**src/rtl/fence_gate_pkg.sv**
```systemverilog
package fence_gate_pkg;

   typedef enum logic [1:0] {
      KIND_CMP   = 2'b00,
      KIND_LOAD  = 2'b01,
      KIND_STORE = 2'b10,
      KIND_FENCE = 2'b11
   } uop_kind_e;

endpackage

```
**src/rtl/fence_gate_ocnt.sv**
```systemverilog
module fence_gate_ocnt #(
   parameter int unsigned MAX = 16,
   parameter int unsigned W   = 5
) (
   input  logic         clk,
   input  logic         rst_n,
   input  logic         inc,
   input  logic         dec,
   output logic         full,
   output logic         zero
);

   if (MAX < 1) begin : g_bad_max
      $error("fence_gate_ocnt: MAX must be at least 1");
   end
   if (W != $clog2(MAX + 1)) begin : g_bad_w
      $error("fence_gate_ocnt: W does not match MAX");
   end

   logic [W-1:0] cnt_q;
   logic         dec_ok;
   logic         inc_ok;

   assign dec_ok = dec && (cnt_q != '0);
   assign inc_ok = inc && (cnt_q != W'(MAX));

   always_ff @(posedge clk or negedge rst_n) begin
      if (!rst_n) begin
         cnt_q <= '0;
      end else if (inc_ok && !dec_ok) begin
         cnt_q <= cnt_q + W'(1);
      end else if (dec_ok && !inc_ok) begin
         cnt_q <= cnt_q - W'(1);
      end
   end

   assign full = (cnt_q == W'(MAX));
   assign zero = (cnt_q == '0);

endmodule

```
**src/rtl/fence_gate_tagq.sv**
```systemverilog
module fence_gate_tagq #(
   parameter int unsigned DEPTH = 4,
   parameter int unsigned W     = 8,
   parameter int unsigned CW    = 3
) (
   input  logic          clk,
   input  logic          rst_n,
   input  logic          push,
   input  logic [W-1:0]  push_tag,
   input  logic          pop,
   output logic [W-1:0]  head_tag,
   output logic          empty,
   output logic          full,
   output logic [CW-1:0] count
);

   if (DEPTH < 1) begin : g_bad_depth
      $error("fence_gate_tagq: DEPTH must be at least 1");
   end
   if (CW != $clog2(DEPTH + 1)) begin : g_bad_cw
      $error("fence_gate_tagq: CW does not match DEPTH");
   end

   if (DEPTH == 1) begin : g_single
      logic         held_q;
      logic [W-1:0] tag_q;

      always_ff @(posedge clk or negedge rst_n) begin
         if (!rst_n) begin
            held_q <= 1'b0;
         end else if (push) begin
            held_q <= 1'b1;
         end else if (pop) begin
            held_q <= 1'b0;
         end
      end

      always_ff @(posedge clk) begin
         if (push) begin
            tag_q <= push_tag;
         end
      end

      assign head_tag = tag_q;
      assign empty    = !held_q;
      assign full     = held_q;
      assign count    = CW'(held_q);
   end else begin : g_ring
      localparam int unsigned PW = $clog2(DEPTH);

      logic [W-1:0]  slot_q [DEPTH];
      logic [PW-1:0] wr_q;
      logic [PW-1:0] rd_q;
      logic [CW-1:0] cnt_q;
      logic          do_push;
      logic          do_pop;

      assign do_push = push && (cnt_q != CW'(DEPTH));
      assign do_pop  = pop && (cnt_q != '0);

      always_ff @(posedge clk or negedge rst_n) begin
         if (!rst_n) begin
            wr_q  <= '0;
            rd_q  <= '0;
            cnt_q <= '0;
         end else begin
            if (do_push) begin
               wr_q <= (wr_q == PW'(DEPTH - 1)) ? '0 : wr_q + PW'(1);
            end
            if (do_pop) begin
               rd_q <= (rd_q == PW'(DEPTH - 1)) ? '0 : rd_q + PW'(1);
            end
            if (do_push && !do_pop) begin
               cnt_q <= cnt_q + CW'(1);
            end else if (do_pop && !do_push) begin
               cnt_q <= cnt_q - CW'(1);
            end
         end
      end

      always_ff @(posedge clk) begin
         if (do_push) begin
            slot_q[wr_q] <= push_tag;
         end
      end

      assign head_tag = slot_q[rd_q];
      assign empty    = (cnt_q == '0);
      assign full     = (cnt_q == CW'(DEPTH));
      assign count    = cnt_q;
   end

endmodule

```
**src/rtl/fence_gate.sv**
```systemverilog
module fence_gate
   import fence_gate_pkg::*;
#(
   parameter int unsigned TAG_W       = 8,
   parameter int unsigned MAX_LD      = 16,
   parameter int unsigned MAX_ST      = 16,
   parameter int unsigned FENCE_DEPTH = 4
) (
   input  logic             clk,
   input  logic             rst_n,
   input  logic             disp_valid,
   input  logic [1:0]       disp_kind,
   input  logic [TAG_W-1:0] disp_tag,
   output logic             disp_ready,
   output logic             cmp_issue_valid,
   output logic [TAG_W-1:0] cmp_issue_tag,
   output logic             ld_issue_valid,
   output logic [TAG_W-1:0] ld_issue_tag,
   output logic             st_issue_valid,
   output logic [TAG_W-1:0] st_issue_tag,
   input  logic             ld_data_done,
   input  logic             st_retired,
   output logic             fence_done,
   output logic [TAG_W-1:0] fence_done_tag
);

   localparam int unsigned LD_W = $clog2(MAX_LD + 1);
   localparam int unsigned ST_W = $clog2(MAX_ST + 1);
   localparam int unsigned FQ_W = $clog2(FENCE_DEPTH + 1);

   if (TAG_W < 1) begin : g_bad_tag
      $error("fence_gate: TAG_W must be at least 1");
   end

   logic             ld_full, ld_zero;
   logic             st_full, st_zero;
   logic             fq_empty, fq_full;
   logic [FQ_W-1:0]  fq_count;
   logic [TAG_W-1:0] fq_head;
   logic             mem_hold;
   logic             kind_cmp, kind_ld, kind_st, kind_fence;
   logic             take;

   // decode the dispatched kind
   always_comb begin
      kind_cmp   = 1'b0;
      kind_ld    = 1'b0;
      kind_st    = 1'b0;
      kind_fence = 1'b0;
      unique case (uop_kind_e'(disp_kind))
         KIND_CMP:   kind_cmp   = 1'b1;
         KIND_LOAD:  kind_ld    = 1'b1;
         KIND_STORE: kind_st    = 1'b1;
         KIND_FENCE: kind_fence = 1'b1;
      endcase
   end

   // head fence completes once nothing older is in flight
   assign fence_done     = !fq_empty && ld_zero && st_zero;
   assign fence_done_tag = fq_head;

   // memory held while any fence remains after this cycle's completion
   assign mem_hold = !fq_empty && !((fq_count == FQ_W'(1)) && fence_done);

   always_comb begin
      disp_ready = 1'b1;
      if (kind_ld) begin
         disp_ready = !mem_hold && !ld_full;
      end else if (kind_st) begin
         disp_ready = !mem_hold && !st_full;
      end else if (kind_fence) begin
         disp_ready = !fq_full;
      end
   end

   assign take = disp_valid && disp_ready;

   assign cmp_issue_valid = take && kind_cmp;
   assign ld_issue_valid  = take && kind_ld;
   assign st_issue_valid  = take && kind_st;
   assign cmp_issue_tag   = disp_tag;
   assign ld_issue_tag    = disp_tag;
   assign st_issue_tag    = disp_tag;

   fence_gate_ocnt #(
      .MAX (MAX_LD),
      .W   (LD_W)
   ) u_ld_cnt (
      .clk   (clk),
      .rst_n (rst_n),
      .inc   (ld_issue_valid),
      .dec   (ld_data_done),
      .full  (ld_full),
      .zero  (ld_zero)
   );

   fence_gate_ocnt #(
      .MAX (MAX_ST),
      .W   (ST_W)
   ) u_st_cnt (
      .clk   (clk),
      .rst_n (rst_n),
      .inc   (st_issue_valid),
      .dec   (st_retired),
      .full  (st_full),
      .zero  (st_zero)
   );

   fence_gate_tagq #(
      .DEPTH (FENCE_DEPTH),
      .W     (TAG_W),
      .CW    (FQ_W)
   ) u_fence_q (
      .clk      (clk),
      .rst_n    (rst_n),
      .push     (take && kind_fence),
      .push_tag (disp_tag),
      .pop      (fence_done),
      .head_tag (fq_head),
      .empty    (fq_empty),
      .full     (fq_full),
      .count    (fq_count)
   );

endmodule

```
**config.mk**
```make
export PLATFORM = sky130hd
export DESIGN_NAME = fence_gate
export DESIGN_NICKNAME = d
export VERILOG_FILES = /design/src/rtl/fence_gate_pkg.sv /design/src/rtl/fence_gate_ocnt.sv /design/src/rtl/fence_gate_tagq.sv /design/src/rtl/fence_gate.sv
export SDC_FILE = /design/constraint.sdc
export NUM_CORES = 1
export LEC_CHECK = 0
export BUFFER_PORTS_ARGS = -buffer_cell sky130_fd_sc_hd__buf_4
export CORE_MARGIN = 2
export CORE_UTILIZATION = 50
export DETAILED_ROUTE_END_ITERATION = 12
export GPL_TIMING_DRIVEN = 0
export HOLD_SLACK_MARGIN = 0.05
export PLACE_DENSITY_LB_ADDON = 0.3
export SETUP_SLACK_MARGIN = 0.2
export SLEW_MARGIN = 20
export SYNTH_ARGS = -nofsm -noshare
export SYNTH_HDL_FRONTEND = slang
export SYNTH_SLANG_ARGS = --single-unit
export TNS_END_PERCENT = 5
```
**constraint.sdc**
```tcl
create_clock -name clk -period 3.9 [get_ports clk]
set_input_delay 0.195 -clock clk [delete_from_list [all_inputs] [get_ports clk]]
set_output_delay 0.195 -clock clk [all_outputs]
set_load 0.005 [all_outputs]
```
== After elaboration in Yosys (flattened, before gate mapping) ==
Memory sizes are Yosys's and may differ from the RTL's.
Cells that the tools add are included.

* Memories kept: 1
* Output and inout port bits: 37
* Input port bits: 15
* Word-level logic and storage cells: 88
* Register bits: 17
* RAM bits: 32

* Add/sub/neg operators: 8
* Eq/ne operators: 12
* Reduce and logical (&&, ||, !) cells: 45
* Muxes and demuxes: 17

{| class="wikitable"
|+ Memory list
! name !! words !! width !! read ports !! clocked after memory_dff !! write ports !! RTL line !! text
|-
| u_fence_q.g_ring.slot_q || 4 || 8 || 1 || 0 || 1 || fence_gate_tagq.sv:51 || <nowiki>logic [W-1:0] slot_q [DEPTH];</nowiki>
|}

{| class="wikitable"
|+ Operators by type and width
! cell !! number
|-
| 1-bit logical AND || 23
|-
| 5-bit two-way mux || 4
|-
| 1-bit zero test || 12
|-
| 5-bit by 1-bit adder with 5-bit output, second input constant || 2
|-
| 5-bit equality test, second input constant || 2
|-
| 5-bit zero test || 2
|-
| 5-bit inequality test, second input constant || 2
|-
| 5-bit nonzero test || 2
|-
| 5-bit by 1-bit subtractor with 5-bit output, second input constant || 2
|-
| 1-bit two-way mux || 9
|-
| 2-bit equality test, second input constant || 4
|-
| 3-bit two-way mux || 2
|-
| 2-bit nonzero test || 3
|-
| 2-bit by 1-bit adder with 2-bit output, second input constant || 2
|-
| 2-bit two-way mux || 2
|-
| 3-bit by 1-bit adder with 3-bit output, second input constant || 1
|-
| 3-bit by 1-bit equality test with 1-bit output, second input constant || 1
|-
| 3-bit equality test, second input constant || 1
|-
| 3-bit zero test || 1
|-
| 3-bit inequality test, second input constant || 1
|-
| 3-bit nonzero test || 1
|-
| 3-bit by 1-bit subtractor with 3-bit output, second input constant || 1
|-
| 2-bit by 1-bit equality test with 1-bit output, second input constant || 1
|-
| 2-bit zero test || 1
|}

== Depth between registers and ports, before layout ==
* Depth after elaboration: 18
* Mapped depth: 13
* Mapped depth without buffers: 13

== Cells and area by module ==
From an unflattened synthesis, not the netlist that was laid out.

* Cell total of the unflattened synthesis: 206
* Area, all modules: 2731.4 µm²

{| class="wikitable"
|+ Modules (own cells, without submodules)
! module !! area each (µm²) !! sequential area each (µm²) !! cells each !! times used
|-
| fence_gate_tagq || 1606.5 || 1136.1 || 79 || 1
|-
| fence_gate_ocnt || 421.7 || 125.1 || 44 || 2
|-
| fence_gate || 281.5 || 0.0 || 39 || 1
|}

== Worst setup path after synthesis ==
OpenSTA, ideal clock, no wires.

* Path kind: register to register
* From: reg u_st_cnt.cnt_q[1]
* To: reg u_ld_cnt.cnt_q[4]
* Cell stages (with the launch flop): 11
* Required time: 3.764 ns
* Setup time: 0.136 ns
* Buffers on the path: 0
* Clock period less this slack: 3.112 ns
* Slack: 0.788 ns
* Arrival: 2.976 ns
* Cells stage by stage: dfrtp_1 -> or4_4 -> nor4_2 -> nor2_1 -> nor4_1 -> ha_1 -> inv_1 -> fa_1 -> a21o_1 -> a2111oi_0 -> o31ai_1

* Longest elaborated chain between the ends: 15
* Elaborated cells on any way between the ends: 20
* Classes of those cells: eq/ne: 1; mux: 3; reduce/logical: 16

{| class="wikitable"
|+ Ends and longest elaborated chain
! item !! RTL line !! text
|-
| start: declaration || fence_gate_ocnt.sv:20 || <nowiki>logic [W-1:0] cnt_q;</nowiki>
|-
| start signal: assignment || fence_gate_ocnt.sv:31 || <nowiki>cnt_q <= cnt_q + W'(1);</nowiki>
|-
| start signal: assignment || fence_gate_ocnt.sv:33 || <nowiki>cnt_q <= cnt_q - W'(1);</nowiki>
|-
| 5-bit zero test || fence_gate_ocnt.sv:38 || <nowiki>assign zero = (cnt_q == '0);</nowiki>
|-
| 1-bit logical AND || fence_gate.sv:59 || <nowiki>assign fence_done = !fq_empty && ld_zero && st_zero;</nowiki>
|-
| 1-bit logical AND || fence_gate.sv:63 || <nowiki>assign mem_hold = !fq_empty && !((fq_count == FQ_W'(1)) && fence_done);</nowiki>
|-
| 1-bit zero test || fence_gate.sv:63 ||
|-
| 1-bit logical AND || fence_gate.sv:63 ||
|-
| 1-bit zero test || fence_gate.sv:68, fence_gate.sv:70 ||
|-
| 1-bit logical AND || fence_gate.sv:70 || <nowiki>disp_ready = !mem_hold && !st_full;</nowiki>
|-
| 1-bit two-way mux || fence_gate.sv:69 || <nowiki>end else if (kind_st) begin</nowiki>
|-
| 1-bit two-way mux * || fence_gate.sv:67 || <nowiki>if (kind_ld) begin</nowiki>
|-
| 1-bit logical AND * || fence_gate.sv:76 || <nowiki>assign take = disp_valid && disp_ready;</nowiki>
|-
| 1-bit logical AND * || fence_gate.sv:79 || <nowiki>assign ld_issue_valid = take && kind_ld;</nowiki>
|-
| 1-bit logical AND * || fence_gate_ocnt.sv:25 || <nowiki>assign inc_ok = inc && (cnt_q != W'(MAX));</nowiki>
|-
| 1-bit zero test || fence_gate_ocnt.sv:32 || <nowiki>end else if (dec_ok && !inc_ok) begin</nowiki>
|-
| 1-bit logical AND || fence_gate_ocnt.sv:32 ||
|-
| 2-bit nonzero test (no line) || n/a ||
|-
| end signal: assignment || fence_gate_ocnt.sv:31 ||
|-
| end signal: assignment || fence_gate_ocnt.sv:33 ||
|-
| end: declaration || fence_gate_ocnt.sv:20 ||
|}

Mark *: on every way between the ends. The rest lies on a longest branch, timed or not.
A chain may end at the register's enable or synchronous reset.

== Worst setup path after layout ==
* From: reg u_st_cnt.cnt_q[0]
* To: reg u_ld_cnt.cnt_q[4]

Same word-level chain as after synthesis.

==> results_tabular.tex <==
\begin{tabular}{lr}
\hline
Metric & Value \\
\hline
\multicolumn{2}{l}{\textbf{Critical path}} \\
Crit-path slowest cell & or4\_4 \\
Nature of the critical path endpoint & register \\
Category of the critical setup timing path & reg2reg \\
CP Data Arrival Time & $\sim$3.6 ns \\
Most numerous cell on the critical path & nor4\_2 \\
Element type at the critical path start & register \\
Cells along the critical path & or4\_4 -> nor4\_2 -> nor2\_1 -> nor4\_2 -> ha\_1 -> inv\_1 -> fa\_1 -> a21o\_1 -> a2111oi\_1 -> o31ai\_1 \\
CP required & around 4 ns \\
Critical path fanouts, max & 6 \\
Largest stage delay on the critical path & around 0.59 ns \\
\multicolumn{2}{l}{\textbf{Power}} \\
Final total power & 1.90 mW \\
IR drop worst, VDD & 0.313 mV \\
Leakage power total & $\sim$1.4 nW \\
Power per cell area & about 580 mW/mm\^{}2 \\
\multicolumn{2}{l}{\textbf{Synth}} \\
Syn. warnings & 0 \\
Most common library cells after synthesis & edfxtp\_1, buf\_4, ha\_1, dfrtp\_1, nand2\_1 \\
Share of flip-flops with an asynchronous set or reset after synthesis & 0.347 \\
Dominant synthesized flop cell & edfxtp\_1 \\
Portion of synthesized cell area occupied by the leading cell type & 0.359 \\
Distinct cells, synth & 36 \\
Net count after synthesis & about 240 \\
Largest cells by area after synthesis & edfxtp\_1, dfrtp\_1, ha\_1 \\
Largest area contributor in the synthesized netlist & edfxtp\_1 \\
Avg Cell Area, Syn & around 13 um\^{}2 \\
Number of cells produced by synthesis & about 210 \\
Total of flip-flops plus latches after synthesis & 49 \\
Count of flip-flops with a built-in enable after synthesis & 32 \\
Most instantiated library cell after synthesis & edfxtp\_1 \\
Proportion of synthesized chip area in sequential cells & 0.518 \\
Cell area after technology mapping & roughly 0.0027 mm\^{}2 \\
\multicolumn{2}{l}{\textbf{Drt}} \\
Number of vias per cell & around 5 \\
DRT antenna net count & 0 \\
Post-route DRC & 0 \\
Length of the first detailed-routing pass in iterations & 4 \\
Per-cell routed wire length & 13.5 um \\
DRC marker count from the first detailed-route iteration & between 90 and 100 \\
DRT Wirelength & $\sim$4.6 mm \\
Total vias in the final route & 1720 \\
\multicolumn{2}{l}{\textbf{Die}} \\
Die Area & around 0.006 mm\^{}2 \\
Standard-cell row count & 26 \\
Effective utilization at floorplan & 0.521 \\
Die Wd & roughly 77 um \\
I/O pin count & 52 \\
Vertical die dimension & 77.2 um \\
Area of the placeable core & about 0.005 mm\^{}2 \\
\multicolumn{2}{l}{\textbf{CTS}} \\
Cell at the root of the clock tree & clkbuf\_8 \\
Bufs on Longest Clock Path & 2 \\
Clock buffers created by TritonCTS & 5 \\
Sink count of the clock tree & 49 \\
CTS H-Tree Depth & 2 \\
Clock tree from TritonCTS & done \\
Post-CTS clock slew at the launch and capture registers of the worst setup and hold paths & around 0.1 ns \\
Clk\_lat worst skew & 0.31 ns \\
\multicolumn{2}{l}{\textbf{Global route}} \\
Number of global-route vias before repair & roughly 1700 \\
Pin count of the biggest net entering global routing & 19 \\
Gr ovfl total & 0 \\
Wire length of the first global-routing pass & 7.70 mm \\
Antenna violations before repair & 0 \\
GR Util All Layers & 0.165 \\
\multicolumn{2}{l}{\textbf{Run}} \\
Max-capacitance violation count & 0 \\
\multicolumn{2}{l}{\textbf{STA}} \\
Largest clock skew in the final design & between 0.01 and 0.015 ns \\
Final TNS setup & 0 ns \\
Final critical-path setup slack & between 0.5 and 0.6 ns \\
Relative max-transition margin & 0.667 \\
FMAX & $\sim$300 MHz \\
RSZ-0062 raised after global routing & false \\
Hold slack & 0.106 ns \\
Period minus WS final & $\sim$3.4 ns \\
Final hold violations & 0 \\
Final Setup Violations & 0 \\
Fraction of the cycle the final worst path needs & 0.863 \\
Slew at the pin closest to its max-slew limit & about 0.5 ns \\
Slew Limit Fails & 0 \\
\multicolumn{2}{l}{\textbf{Cells and area}} \\
Final instance area & 0.00326 mm\^{}2 \\
Non-filler instance count after layout & $\sim$340 \\
Area used by sequential logic in the layout & approximately 0.0014 mm\^{}2 \\
Post-route core utilization & 0.635 \\
Total area of multi-input combinational cells & roughly 0.0011 mm\^{}2 \\
Fillcell total & around 430 \\
Layout cells sized above 1 & 0.383 \\
Layout overhead on the synthesized area & 21.9\% \\
Antenna diode count & 0 \\
Number of nets at the end of the flow & 303 \\
\multicolumn{2}{l}{\textbf{Placed design}} \\
Placed cell count & 330 \\
HPWL after detailed placement & $\sim$3.3 mm \\
Gp weighted congestion & about 0.75 \\
Worst Setup Slack post-DPL & 0.432 ns \\
Area post-placement & 0.00315 mm\^{}2 \\
Port Buffers & between 50 and 60 \\
\multicolumn{2}{l}{\textbf{Worst hold path}} \\
Class of the most critical hold timing path & in2reg \\
\multicolumn{2}{l}{\textbf{Outcome}} \\
Result of the run & finished, final reports clean \\
\hline
\end{tabular}
-- report_power, final --
| group | internal, mW | total (mW) | leakage (nW) | switching, mW |
|---|---|---|---|---|
| sequential | 0.663 | 0.783 | 0.495 | 0.120 |
| combinational | 0.424 | 0.796 | 0.806 | 0.372 |
| clock | 0.134 | 0.317 | 0.0506 | 0.183 |
| total | 1.22 | 1.90 | 1.35 | 0.675 |
-- path summary, 6_finish.rpt --
path	from	to	slack, ns	depth (start not counted)
max in group asynchronous	rst_n	u_st_cnt.cnt_q[0]$_DFFE_PN0P_	3.42	2
hold / removal	disp_tag[7]	u_fence_q.g_ring.slot_q[0][7]$_DFFE_PP_	0.11	1
hold reg to reg	u_fence_q.count[1]$_DFFE_PN0P_	u_fence_q.count[1]$_DFFE_PN0P_	0.53	2
min in group asynchronous	rst_n	u_fence_q.g_ring.rd_q[0]$_DFFE_PN0P_	0.28	2
setup / recovery	u_st_cnt.cnt_q[0]$_DFFE_PN0P_	u_ld_cnt.cnt_q[4]$_DFFE_PN0P_	0.53	10
setup reg to reg	u_st_cnt.cnt_q[0]$_DFFE_PN0P_	u_ld_cnt.cnt_q[4]$_DFFE_PN0P_	0.53	10
-- final cells by class --
| type | instances | area share |
|---|---|---|
| sequential | 49 | 0.425 |
| tap | 70 | 0.0269 |
| clock buffer | 5 | 0.0211 |
| inverter | 8 | 0.00921 |
| buffer | 29 | 0.0614 |
| clock inverter | 3 | 0.00882 |
| timing repair buffer | 52 | 0.120 |
| multi-input combinational | 123 | 0.327 |
-- flip-flops by register name (all words and copies together) (netlist names) --
name                     cells
u_fence_q.count              3
u_fence_q.g_ring.rd_q        2
u_fence_q.g_ring.slot_q     32
u_fence_q.g_ring.wr_q        2
u_ld_cnt.cnt_q               5
u_st_cnt.cnt_q               5
-- worst max-delay path: cells and delay by family, from the launching register on --
kind	cells	cell delay [ns]
DFF	1	0.46
buffers and inverters	1	0.14
adders and majority gates	2	0.67
and+or+nand+nor	4	1.23
AOI/OAI and AO/OA	3	0.74
-- placed cells by master (no fill, tap or decap), types with 4 or more instances in the layout --
| cell | instances |
|---|---|
| a21oi_1 | 6 |
| and2_1 | 5 |
| buf_4 | 75 |
| clkbuf_8 | 5 |
| dfrtp_1 | 17 |
| edfxtp_1 | 32 |
| ha_1 | 18 |
| inv_1 | 8 |
| mux2_2 | 4 |
| mux4_2 | 8 |
| nand2_1 | 14 |
| nor2_1 | 5 |
| nor3_1 | 7 |
| nor4_1 | 4 |
| o21ai_0 | 11 |
| xnor2_1 | 5 |
| xor2_1 | 4 |
-- layer usage --
layer	global-route usage	vias up	part of all wire
li1	-	862	-
met1	0.198	811	0.44
met2	0.286	43	0.50
met3	0.0294	4	0.039
met4	0.0821	0	0.017
met5	0	-	0
-- repair_timing --
action,in CTS,in global routing
resized for setup,0,2
hold buffers,1,0
endpoints found under the setup margin,0,1
buffers inserted,0,0
endpoints found under the hold margin,17,0
-- cell families (layout without fill, tap and decap cells) --
| logic type | count (synthesis) | after routing | synth area share |
|---|---|---|---|
| flip-flops | 49 | 49 | 0.518 |
| AND/OR/NAND/NOR | 48 | 48 | 0.0996 |
| buffers and inverters | 37 | 97 | 0.0860 |
| AO/OA/AOI/OAI | 31 | 31 | 0.0725 |
| adder cells (fa/ha/maj) | 20 | 20 | 0.0991 |
| multiplexers | 15 | 15 | 0.0954 |
| XOR/XNOR | 9 | 9 | 0.0295 |
(Power assumes the default switching activity.)
